$ cat src/rtl/bsp_pkg.sv
package bsp_pkg;

    localparam int ADDR_W     = 21;
    localparam int SA_W       = 9;
    localparam int SMALL_N    = 8;
    localparam int SECT_N     = 71;
    localparam int GRP_N      = 25;
    localparam int BOOT_BANK_N = SMALL_N + 7;
    localparam int SECT_W     = $clog2(SECT_N);
    localparam int GRP_W      = $clog2(GRP_N);
    localparam int SMALL_BASE = SECT_N - SMALL_N;
    localparam int TRIO_GRP   = GRP_N - SMALL_N - 1;
    localparam int VERIFY_W   = 16;

    typedef logic [SECT_W-1:0] sect_t;
    typedef logic [GRP_W-1:0]  grp_t;

    typedef struct packed {
        sect_t sector;
        logic  boot_bank;
        grp_t  group;
        logic  outer;
    } loc_t;

    typedef enum logic [1:0] {
        GATE_STORED = 2'd0,
        GATE_TEMP   = 2'd1,
        GATE_LOCKED = 2'd2,
        GATE_ACCEL  = 2'd3
    } gate_src_t;

    // Group of a sector in the top-boot layout; the bottom-boot layout is its mirror.
    function automatic grp_t grp_of_top(input sect_t s);
        sect_t t;
        t = s - sect_t'(4);
        if (s == sect_t'(0))
            return grp_t'(0);
        else if (s < sect_t'(4))
            return grp_t'(1);
        else if (s < sect_t'(SMALL_BASE - 3))
            return grp_t'(2) + grp_t'(t >> 2);
        else if (s < sect_t'(SMALL_BASE))
            return grp_t'(TRIO_GRP);
        else
            return grp_t'(TRIO_GRP + 1) + grp_t'(s - sect_t'(SMALL_BASE));
    endfunction

endpackage

$ cat src/rtl/bsp_sector_decode.sv
module bsp_sector_decode
    import bsp_pkg::*;
#(
    parameter int ADDR_W = bsp_pkg::ADDR_W
) (
    input  logic [ADDR_W-1:0] addr,
    input  logic              boot_top,
    output loc_t              loc
);
    localparam int HI = SA_W - 3;

    logic [SA_W-1:0] field;
    logic [HI-1:0]   big;
    sect_t           sec;
    sect_t           mirror;

    assign field = addr[ADDR_W-1 -: SA_W];
    assign big   = field[SA_W-1:3];

    always_comb begin
        if (boot_top) begin
            if (&big)
                sec = sect_t'(SMALL_BASE) + sect_t'(field[2:0]);
            else
                sec = sect_t'(big);
        end else begin
            if (big == '0)
                sec = sect_t'(field[2:0]);
            else
                sec = sect_t'(big) + sect_t'(SMALL_N - 1);
        end
        mirror = sect_t'(SECT_N - 1) - sec;

        loc.sector = sec;
        if (boot_top) begin
            loc.boot_bank = (sec >= sect_t'(SECT_N - BOOT_BANK_N));
            loc.group     = grp_of_top(sec);
            loc.outer     = (sec >= sect_t'(SECT_N - 2));
        end else begin
            loc.boot_bank = (sec < sect_t'(BOOT_BANK_N));
            loc.group     = grp_t'(GRP_N - 1) - grp_of_top(mirror);
            loc.outer     = (sec < sect_t'(2));
        end
    end
endmodule

$ cat src/rtl/bsp_group_store.sv
module bsp_group_store
    import bsp_pkg::*;
#(
    parameter int N = bsp_pkg::GRP_N
) (
    input  logic         clk,
    input  logic         rst,
    input  grp_t         group,
    input  logic         prot_set,
    input  logic         unprot_all,
    output logic [N-1:0] bits,
    output logic         bit_sel,
    output logic         unprot_err
);
    always_ff @(posedge clk) begin
        if (rst) begin
            bits       <= '0;
            unprot_err <= 1'b0;
        end else if (unprot_all) begin
            if (&bits) begin
                bits       <= '0;
                unprot_err <= 1'b0;
            end else begin
                unprot_err <= 1'b1;
            end
        end else if (prot_set) begin
            bits[group] <= 1'b1;
        end
    end

    assign bit_sel = bits[group];
endmodule

$ cat src/rtl/bsp_write_gate.sv
module bsp_write_gate
    import bsp_pkg::*;
(
    input  logic      stored,
    input  logic      outer,
    input  logic      accel,
    input  logic      boot_lock_n,
    input  logic      temp_unprot,
    output gate_src_t src,
    output logic      wr_ok
);
    always_comb begin
        if (accel)
            src = GATE_ACCEL;
        else if (outer && !boot_lock_n)
            src = GATE_LOCKED;
        else if (temp_unprot)
            src = GATE_TEMP;
        else
            src = GATE_STORED;

        unique case (src)
            GATE_ACCEL:  wr_ok = 1'b1;
            GATE_LOCKED: wr_ok = 1'b0;
            GATE_TEMP:   wr_ok = 1'b1;
            default:     wr_ok = !stored;
        endcase
    end
endmodule

$ cat src/rtl/bsp_top.sv
module bsp_top
    import bsp_pkg::*;
#(
    parameter int ADDR_W   = bsp_pkg::ADDR_W,
    parameter int VERIFY_W = bsp_pkg::VERIFY_W
) (
    input  logic                clk,
    input  logic                rst,
    input  logic [ADDR_W-1:0]   addr,
    input  logic                boot_top,
    input  logic                boot_lock_n,
    input  logic                accel,
    input  logic                temp_unprot,
    input  logic                prot_set,
    input  logic                unprot_all,
    output logic [SECT_W-1:0]   sector,
    output logic                boot_bank,
    output logic [GRP_W-1:0]    group,
    output logic                wr_ok,
    output logic [VERIFY_W-1:0] verify_data,
    output logic                unprot_err
);
    loc_t             loc;
    logic [GRP_N-1:0] grp_bits;
    logic             bit_sel;
    gate_src_t        src;

    bsp_sector_decode #(.ADDR_W(ADDR_W)) dec_i (
        .addr     (addr),
        .boot_top (boot_top),
        .loc      (loc)
    );

    bsp_group_store #(.N(GRP_N)) store_i (
        .clk        (clk),
        .rst        (rst),
        .group      (loc.group),
        .prot_set   (prot_set),
        .unprot_all (unprot_all),
        .bits       (grp_bits),
        .bit_sel    (bit_sel),
        .unprot_err (unprot_err)
    );

    bsp_write_gate gate_i (
        .stored      (bit_sel),
        .outer       (loc.outer),
        .accel       (accel),
        .boot_lock_n (boot_lock_n),
        .temp_unprot (temp_unprot),
        .src         (src),
        .wr_ok       (wr_ok)
    );

    assign sector      = loc.sector;
    assign boot_bank   = loc.boot_bank;
    assign group       = loc.group;
    assign verify_data = {{(VERIFY_W-1){1'b0}}, bit_sel};
endmodule

$ cat config.mk
export PLATFORM = sky130hd
export DESIGN_NAME = bsp_top
export DESIGN_NICKNAME = d
export VERILOG_FILES = /design/src/rtl/bsp_pkg.sv /design/src/rtl/bsp_sector_decode.sv /design/src/rtl/bsp_group_store.sv /design/src/rtl/bsp_write_gate.sv /design/src/rtl/bsp_top.sv
export SDC_FILE = /design/constraint.sdc
export NUM_CORES = 1
export LEC_CHECK = 0
export ABC_AREA = 1
export BUFFER_PORTS_ARGS = -buffer_cell sky130_fd_sc_hd__buf_2
export CORE_ASPECT_RATIO = 1.4
export CORE_UTILIZATION = 31
export DETAILED_ROUTE_END_ITERATION = 8
export PLACE_DENSITY_LB_ADDON = 0.15
export SLEW_MARGIN = 10
export SYNTH_ARGS = -nofsm -noshare
export SYNTH_HDL_FRONTEND = slang
export SYNTH_HIERARCHICAL = 1
export SYNTH_SLANG_ARGS = --single-unit
$ cat constraint.sdc
create_clock -name clk -period 5.6 [get_ports clk]
set_input_delay 1.12 -clock clk [delete_from_list [all_inputs] [get_ports clk]]
set_output_delay 1.12 -clock clk [all_outputs]
set_load 0.01 [all_outputs]
After elaboration in Yosys (flattened, before gate mapping)
Cells that the tools add are included.
Cells by class
  add/subtract/negate cells: 12
  order comparisons: 12
  eq/ne operators: 4
  muxes and demuxes: 25
  bitwise gates (word level): 1
  reduce and logical (&&, ||, !) cells: 12
Operators by type and width (count)
  25-bit two-way mux: 3
  5-bit two-way mux: 9
  7-bit by 6-bit < comparator with 1-bit output (second input constant): 4
  7-bit two-way mux: 4
  25-bit OR: 1
  25-bit AND reduction: 1
  7-bit logical NOT: 2
  7-bit by 3-bit < comparator with 1-bit output (second input constant): 2
  7-bit by 3-bit subtractor with 7-bit output (second input constant): 2
  2-bit by 5-bit adder with 5-bit output (first input constant): 2
  5-bit adder (first input constant): 2
  5-bit subtractor (second input constant): 2
  6-bit by 3-bit adder with 7-bit output (first input constant): 1
  6-bit by 3-bit adder with 7-bit output (second input constant): 1
  7-bit by 6-bit >= comparator with 1-bit output (second input constant): 1
  7-bit >= comparator (second input constant): 1
  7-bit by 2-bit < comparator with 1-bit output (second input constant): 1
  7-bit by 4-bit < comparator with 1-bit output (second input constant): 1
  7-bit subtractor (first input constant): 1
  6-bit logical NOT: 1
  5-bit by 6-bit < comparator with 1-bit output (second input constant): 1
  6-bit AND reduction: 1
  1-bit binary-select mux with 5-bit select: 1
  1-bit demux with 5-bit select: 1
  13 further kinds: 20
Word-level totals
  register bits after elaboration: 26
  bits of input ports: 29
  output and inout port bits: 31
  logic and storage cells: 68

Logic depth before layout (Yosys ltp)
Gate-level depths: netlist of the first run.
  depth after elaboration: 20
  depth in mapped cells: 40
  depth with buffers taken out: 40

Hierarchy
The synthesis of the first run kept the hierarchy.
Modules (own cells, without submodules)
  bsp_sector_decode: times used 1, cells each 276, area an instance 1532.7 µm², seq. area each 0.0 µm²
  bsp_group_store: times used 1, cells each 252, area an instance 1527.7 µm², seq. area each 520.5 µm²
  bsp_top: times used 1, cells each 17, area an instance 123.9 µm², seq. area each 0.0 µm²
  bsp_write_gate: times used 1, cells each 9, area an instance 47.5 µm², seq. area each 0.0 µm²

Worst setup path after synthesis of the first run
OpenSTA, ideal clock, no wires.
  path kind: input port to output port
  start point: input port addr[15]
  end point: output port wr_ok
  arrival: 4.990 ns
  required time: 4.480 ns
  slack: -0.510 ns
  stages: 35
  path buffers: 0
  cell sequence: inv_1 ha_1 inv_1 nor2_2 nand3_2 o21ai_0 nand2_1 nand2_1 inv_1 ha_1 nand3_2 nand2_2 nand2_1 nand2_2 ha_1 inv_1 nor2_1 nor2_1 inv_1 ha_1 nand3_1 nand2_1 nand2_2 nand2_1 nand2_1 o22ai_1 nand3_1 inv_1 nand2_1 nand2_1 nor2_1 nand2_1 inv_1 nand2_2 nand3_2
On the way
  word-level cells in the longest chain between the ends: 17
  elaborated cells between the ends (all ways): 47
  those cells by class: add/sub: 11; order compare: 8; eq/ne: 3; mux: 18; reduce/logical: 7
Ends and longest elaborated chain
  from (decl): line bsp_top.sv:9  | input logic [ADDR_W-1:0] addr,
  6-bit by 3-bit adder with 7-bit output (tied with other cells): line bsp_sector_decode.sv:30  | sec = sect_t'(big) + sect_t'(SMALL_N - 1);
  7-bit two-way mux, on equally long branches: line bsp_sector_decode.sv:27, bsp_sector_decode.sv:22
  7-bit two-way mux *: line bsp_sector_decode.sv:21  | if (boot_top) begin
  named net sector[1]: line bsp_top.sv:16  | output logic [SECT_W-1:0] sector,
  7-bit subtractor: line bsp_sector_decode.sv:32  | mirror = sect_t'(SECT_N - 1) - sec;
  5-bit subtractor: line bsp_pkg.sv:45  | return grp_t'(TRIO_GRP + 1) + grp_t'(s - sect_t'(SMALL_BASE));
  5-bit adder: line bsp_pkg.sv:45
  5-bit two-way mux: line bsp_pkg.sv:42  | else if (s < sect_t'(SMALL_BASE))
  [... 4 more ...]
  5-bit subtractor: line bsp_sector_decode.sv:41  | loc.group = grp_t'(GRP_N - 1) - grp_of_top(mirror);
  7-bit two-way mux *: line bsp_sector_decode.sv:35  | if (boot_top) begin
  named net group[2]: line bsp_top.sv:18  | output logic [GRP_W-1:0] group,
  1-bit binary-select mux with 5-bit select *: line bsp_group_store.sv:31  | assign bit_sel = bits[group];
  1-bit two-way mux (implied by the code) *: line bsp_group_store.sv:31
  named net bit_sel: line bsp_top.sv:25  | logic bit_sel;
  1-bit logical NOT *: line bsp_write_gate.sv:26  | default: wr_ok = !stored;
  1-bit one-hot mux with 2 select lines *: line bsp_write_gate.sv:22  | unique case (src)
  to (decl): line bsp_top.sv:19  | output logic wr_ok,
Mark *: on every way through the listed nets, which the timed path passes. The rest lies on a longest branch. The select of a mux whose other input is x is not followed.

Final worst setup path of the first run
  start point: input port addr[15]
  end point: output port wr_ok
On the way
  word-level cells in the longest chain between the ends: 17
  elaborated cells between the ends (all ways): 47
  those cells by class: add/sub: 11; order compare: 8; eq/ne: 3; mux: 18; reduce/logical: 7
Ends and longest elaborated chain
  6-bit by 3-bit adder with 7-bit output (tied with other cells): line bsp_sector_decode.sv:30
  7-bit two-way mux, on equally long branches: line bsp_sector_decode.sv:27, bsp_sector_decode.sv:22
  7-bit two-way mux *: line bsp_sector_decode.sv:21
  7-bit subtractor: line bsp_sector_decode.sv:32
  5-bit subtractor: line bsp_pkg.sv:45
  5-bit adder: line bsp_pkg.sv:45
  5-bit two-way mux: line bsp_pkg.sv:42
  5-bit two-way mux: line bsp_pkg.sv:40  | else if (s < sect_t'(SMALL_BASE - 3))
  5-bit two-way mux: line bsp_pkg.sv:38  | else if (s < sect_t'(4))
  5-bit two-way mux: line bsp_pkg.sv:36  | if (s == sect_t'(0))
  5-bit two-way mux: line bsp_sector_decode.sv:35
  5-bit subtractor: line bsp_sector_decode.sv:41
  7-bit two-way mux *: line bsp_sector_decode.sv:35
  1-bit binary-select mux with 5-bit select: line bsp_group_store.sv:31
  1-bit two-way mux (implied by the code): line bsp_group_store.sv:31
  1-bit logical NOT: line bsp_write_gate.sv:26
  1-bit one-hot mux with 2 select lines *: line bsp_write_gate.sv:22
Every way passes the cells marked *; elsewhere a longest branch is shown, timed or not. The select of a mux whose other input is x is not followed.

==> results.md, run 1 <==
- Status: finished, violations left
- Failing checks: setup timing
- Mean cell area of the mapped netlist: 5.84 um^2
- Core area: around 0.010 mm^2
- Iter 0 DRT Violations: 84
- Number of iterations in the first detailed-routing pass: 4
- Row Count: 43
- Worst slew pin tran: 891 ps
- Initial Util: 0.322
- RR Endpoint: store_i/bits[9]
- First-pass GRT wire length: 16.4 mm
- CP Launch Type: primary input
- Routability cong.: about 0.85
- Max Slew Vio Count: 0
- Arrival time worst endpoint: 4760 ps
- Placed cell count: 790
- Filler cells: 1069
- VDD IR max: 0.114 mV
- CTS tree: done
- Mapped Area: 0.00322 mm^2
- Worst EP required: 4480 ps
- Post-route setup TNS: -412 ps
- Hold Crit Class: flip-flop to flip-flop
- Minimum clock period: between 5000 and 6000 ps
- Number of remaining DRC errors: 0
- Cts bufs inserted: 3
- RR Startpoint: store_i/bits[20]
- Clock sinks: 26
- RSZ-0062 raised after global routing: yes
- Clock transition at path regs: 70 ps
- Fin. Hold Viols: 0
- Initial antenna violation count: 0
- Die width: 88.2 um
- GRT Residual Overflow: 0
- Mean number of vias per cell: 4.63
- CP max-delay cell: ha_4
- Port bufs: 32
- IO Pins: 60
- Reg-to-reg slack, setup: 4190 ps
- Vias in the first global route: 3698
- R2r worst-path depth: 7
- Leakage: 2.28 nW
- Layout Skew: 2.86 ps
- Routed wire length: 9.90 mm
- Layout cells sized above 1: 0.378
- Setup crit end kind: output port
- Worst skew pair latency: 260 ps
- CP Max Fanout: 6
- Max-slew headroom: 0.404
- Hold_buf cts: 0
- Final worst slack: -281 ps
- Diode count: 0
- Tot GR Track Use: 0.189
- Synthesis-to-finish area growth: 49.8%
- Final period util: 1.05
- Fin util: 0.483
- WL per Instance: 12.1 um
- Largest net degree at the start of global routing: 27
- CP startpoint: addr[15]
- Die Area: 0.0108 mm^2
- FMAX: 170 MHz
- H-tree levels: 1
- Maximum root-to-sink buffer count: 2
- Clock root cell: clkbuf_16
- Routed Antenna Nets: 0
- Layout Cells excl Fill: 817
- Maxcap violations: 0
- WS Path Type: primary input to output port
- Hpwl dp: between 7 and 8 mm
- YS warnings: 6
- Setup-failing EPs final: 2
- Critical Path End: wr_ok
- Pwr Density: around 220 mW/mm^2
- Cells after Synth: 552
- Via count: 3780
- Final nets: 736
- Slowest stage delay, CP: ~260 ps
- Die H: 123 um
## where the power goes
part           internal [mW]  total (mW)  switching (mW)  leakage [nW]
combinational          0.320       0.712           0.392          2.03
clock                  0.109       0.176          0.0669        0.0442
sequential             0.189       0.192         0.00346         0.210
## worst max-delay path: cells and delay by family
family | cells | cell delay, ps
fa+ha+maj | 4 | 710
simple gates | 25 | 2110
compound gates | 1 | 140
buf+inv | 9 | 640
## timing repair
item | 4_1_cts | 5_1_grt
pin swaps | 40 | 23
setup endpoints to repair | 2 | 3
gates cloned | 0 | 1
gates resized for setup | 52 | 32
setup buffers | 12 | 10
## worst min path at each step
| stage | from | endpoint | slack [ps] | cells past startpoint |
|---|---|---|---|---|
| after global placement | store_i/bits[12] | store_i/bits[12] | 460 | 2 |
| after CTS | store_i/bits[18] | store_i/bits[18] | 480 | 2 |
| final | store_i/bits[18] | store_i/bits[18] | 470 | 2 |
| after global routing | store_i/bits[0] | store_i/bits[0] | 490 | 2 |
| after detailed placement | store_i/bits[18] | store_i/bits[18] | 460 | 2 |
| after floorplan | store_i/bits[16] | store_i/bits[16] | 450 | 2 |
## registers in the layout, summed over array words and instances, names as in the netlist
name and cells:
store_i/unprot_err 1, store_i/bits 25
## cell usage in the layout, fill, tap and decap left out, types with 3 or more instances in the layout
cell type	count
nand3_1	30
ha_4	11
xor2_1	6
nand2_1	155
o21ai_1	3
ha_1	12
o21ai_0	40
clkbuf_16	4
conb_1	15
nor2_2	5
buf_4	104
inv_2	14
buf_6	4
inv_4	3
a21oi_1	29
buf_2	29
inv_1	53
nand4_1	8
nand2_4	12
nand2_2	28
nand3_4	6
nor2_4	10
nor2_1	38
dfxtp_1	26
nand3_2	10
## area by class of cell
class / instances / area [um^2] / area share
sequential: 26 / 520 / 0.108
inverter: 72 / 288 / 0.0596
clock buffer: 4 / 88.8 / 0.0184
timing repair buffer: 141 / 1050 / 0.218
tap: 135 / 169 / 0.0350
multi-input combinational: 439 / 2710 / 0.562
## routing by layer
metal / vias up / GRT usage / part of all wire
met5: - / 0 / 0
met4: 0 / 0.0534 / 0.022
met3: 20 / 0.0175 / 0.029
met2: 67 / 0.374 / 0.54
met1: 1711 / 0.207 / 0.40
li1: 1982 / - / -
## stage by stage
| stage | area, um^2 | hold WS (ps) | power [mW] | setup slack (ps) |
|---|---|---|---|---|
| 2_1_floorplan | 3390 | 447 | 0.541 | 0.246 |
| 3_5_place_dp | 4170 | 465 | 0.770 | -518 |
| 6_report | 4830 | 475 | 1.08 | -281 |
| 5_1_grt | 4830 | 490 | 1.17 | -600 |
| 3_3_place_gp | 4170 | 460 | 0.767 | -475 |
| 4_1_cts | 4570 | 476 | 1.01 | -285 |
(Power assumes the default switching activity.)
==> run 2, diff against run 1 <==
SYNTH_HIERARCHICAL = unset   (was 1)
==> run 2 against run 1 <==
Compared with the run above: the run still ends with setup timing left; clock-buffer cell count unchanged; synthesized area shrank 1.9%; die area down 1.8%; register-to-register slack lost 1000 ps; core utilization increased by 0.070 points; via count fell by 4.4%; setup slack better by 67 ps; non-clock buffer count is 2 higher; cell count fell by 4.4%; combinational power increased by 22%; largest power group unchanged.
==> results.md, run 2 <==
- Status: finished, violations left
- Failing checks: setup timing
- Max Slew Vio Count: 0 (unchanged)
- Setup crit end kind: output port
- Mapped Area: 0.00316 mm^2 (-1.9%)
- Layout cells sized above 1: 0.423 (+0.0443)
- Filler cells: 1033 (-3.4%)
- Largest net degree at the start of global routing: 27 (unchanged)
- YS warnings: 0 (-6)
- Synth Register Bits: 26
- Pwr Density: 257 mW/mm^2 (+15%)
- Clock power frac: 0.140 (-0.023)
- Mean cell area of the mapped netlist: 6.22 um^2 (+6.4%)
- First-pass GRT wire length: 15.9 mm (-3.1%)
- Synthesis-to-finish area growth: 51.2%
- Hpwl dp: 7.35 mm (-2.3%)
- Switching power: 539 uW (+17%)
- GRT Residual Overflow: 0 (unchanged)
- WL per Instance: 12.2 um (+0.35%)
- Diode count: 0 (unchanged)
- Final Power: 1.23 mW (+14%)
- Final worst slack: -214 ps (+67.2 ps)
- Most common cell after layout, fill and taps aside: nand2_1
- Cts bufs inserted: 3 (unchanged)
- Leakage: 2.32 nW (+1.4%)
- CTS tree: done
- Most common cell in the netlist: nand2_1
- Maxcap violations: 0 (unchanged)
- Post-synth EDFFs: 0
- Place WS: -489 ps (+28.6 ps)
- Clock root cell: clkbuf_16
- Port bufs: 32 (unchanged)
- Routed Antenna Nets: 0 (unchanged)
- Sequential fraction of the synthesis area: 0.164
- Cell-internal power: 693 uW (+12%)
- Biggest area consumer among synthesized cells: nand2_1
- Final period util: 1.04 (-0.0120)
- WS Path Type: primary input to output port
- Fin. Hold Viols: 0 (unchanged)
- Max reg flops: 25 (unchanged)
- Worst slew pin tran: 920 ps (+28.4 ps)
- Final nets: 701 (-4.8%)
- Clock sinks: 26 (unchanged)
- FFs w/ async S/R, synth: 0
- R2r worst-path depth: 9 (+2)
- Critical Path Most Common Cell: nand2_1
- CP Max Fanout: 6 (unchanged)
- FMAX: 172 MHz (+1.2%)
- Synth area leaders: nand2_1 (18%), dfxtp_1 (16%), ha_1 (9.9%)
- Die width: 87.4 um (-0.92%)
- Number of remaining DRC errors: 0 (unchanged)
- Synth cell count leaders: nand2_1 (148), inv_1 (66), nand3_1 (42)
- Core area: 0.00990 mm^2 (-1.1%)
- Placed cell count: 744 (-5.8%)
- Row Count: 43 (unchanged)
- Via count: 3613 (-4.4%)
- Post-route setup TNS: -425 ps (-12.7 ps)
- CP max-delay cell: or2_4
- Mean number of vias per cell: 4.63 (about the same)
- CP Launch Type: primary input
- Top reg by flops: store_i.bits
- Fin area: 0.00479 mm^2 (-0.93%)
- Number of iterations in the first detailed-routing pass: 4 (unchanged)
- Hold Crit Class: flip-flop to flip-flop
- Ys flop type: dfxtp_1
- Synth cell types: 45
- Cells after Synth: 509 (-7.8%)
- Die Area: 0.0106 mm^2 (-1.8%)
- Fin util: 0.483 (+0.000697)
- Routed wire length: 9.49 mm (-4.1%)
- Clock transition at path regs: 60 ps (about the same)
- Worst skew pair latency: 260 ps (about the same)
- Reg-to-reg slack, setup: 3170 ps (-1020 ps)
- Synth top area share: 0.176
- Worst EP required: 4480 ps (about the same)
- Largest registers: store_i.bits: 25 flops, store_i.unprot_err: 1 flops
- Layout Cells excl Fill: 781 (-4.4%)
- Maximum root-to-sink buffer count: 2 (unchanged)
- Sequential share of power: 0.157 (-0.021)
- Iter 0 DRT Violations: 78 (-7.1%)
- Tot GR Track Use: 0.187 (-0.00257)
- Most frequent cells in the layout: nand2_1 (132), buf_4 (100), inv_1 (56), nand3_1 (30), buf_2 (29)
- Min Hold Slack: 476 ps (+1.56 ps)
- Slowest stage delay, CP: 270 ps (about the same)
- RR Endpoint: store_i.bits[24]
- Initial antenna violation count: 0 (unchanged)
- Minimum clock period: 5810 ps (-67.2 ps)
- Routability cong.: 0.855 (+0.71%)
- H-tree levels: 1 (unchanged)
- Setup-failing EPs final: 3 (+1)
- VDD IR max: 0.209 mV (+83%)
- Combinational power share: 0.703 (+0.044)
- Layout Skew: 3.45 ps (+0.593 ps)
- Placed Area: 0.00402 mm^2 (-3.6%)
- Switching portion of total power: 0.438 (+0.00974)
- Vias in the first global route: 3616 (-2.2%)
- RR Startpoint: store_i.bits[12]
- IO Pins: 60 (unchanged)
- Hold_buf cts: 0 (unchanged)
- Initial Util: 0.320 (-0.00256)
- Arrival time worst endpoint: 4690 ps (-70 ps)
- Critical Path End: wr_ok
- CP startpoint: addr[20]
- Die H: 122 um (-0.92%)
- RSZ-0062 raised after global routing: yes
- Max-slew headroom: 0.385 (-0.0190)
run 2: changes by cell type in the layout (fill, tap and decap cells not counted), moves of 4 or more:
cell	change
nand2_1	-23
nor2_1	-10
nor4_1	+4
nand4_1	+7
o21ai_0	-38
a21oi_2	+7
a21oi_1	-4
nand3_2	+4
buf_6	+4
buf_4	-4
run 2: cells by family (layout without fill, tap and decap cells):
family	count (synthesis)	in the layout	synth area share
AO/OA/AOI/OAI	56	57	0.115
flip-flops	26	26	0.164
other	1	15	0.00119
AND/OR/NAND/NOR	292	292	0.452
XOR/XNOR	7	7	0.0217
buffers and inverters	102	224	0.147
adder cells (fa/ha/maj)	25	25	0.0989
run 2: area by class of cell:
class / count / area [um^2] / share of cell area
Clock buffer: 4 / 88.8 / 0.0186
Inverter: 77 / 322 / 0.0672
Multi-Input combinational cell: 396 / 2600 / 0.543
Sequential cell: 26 / 520 / 0.109
Tap cell: 135 / 169 / 0.0353
Timing Repair Buffer: 143 / 1090 / 0.227
run 2: worst min path at each step:
stage	endpoint	from	slack, ps	cells past startpoint
2_1_floorplan	store_i.bits[11]	store_i.bits[11]	450	2
3_3_place_gp	store_i.unprot_err	store_i.unprot_err	460	2
3_5_place_dp	store_i.bits[11]	store_i.bits[11]	470	2
4_1_cts	store_i.bits[11]	store_i.bits[11]	480	2
5_1_grt	store_i.bits[10]	store_i.bits[10]	500	2
6_report	store_i.bits[11]	store_i.bits[11]	480	2
run 2: routing by layer:
| layer | part of all wire | routed length, um | global-route usage | up-vias |
|---|---|---|---|---|
| met5 | 0 | 0 | 0 | - |
| met4 | 0.024 | 224 | 0.0584 | 0 |
| met3 | 0.020 | 187 | 0.00813 | 17 |
| met2 | 0.55 | 5210 | 0.376 | 59 |
| met1 | 0.41 | 3870 | 0.203 | 1673 |
| li1 | - | - | - | 1864 |
run 2: power by group through the flow:
stage	sequential [mW]	clock, mW	combinational [mW]
4_1_cts	0.193	0.179	0.821
3_3_place_gp	0.197	0	0.683
3_5_place_dp	0.197	0	0.687
6_report	0.193	0.173	0.866
5_1_grt	0.194	0.182	0.948
2_1_floorplan	0.197	0	0.448
run 2: critical path: cells and delay by family:
kind	cells	cell delay (ps)
buffers and inverters	8	780
adders and majority gates	2	380
and+or+nand+nor	19	1880
AOI/OAI and AO/OA	4	530
run 2: timing repair:
action                                  4_1_cts  5_1_grt
endpoints found under the setup margin        4       10
cloned                                        1        0
pin swaps                                    46       39
setup buffers                                24        8
resized for setup                            75       23
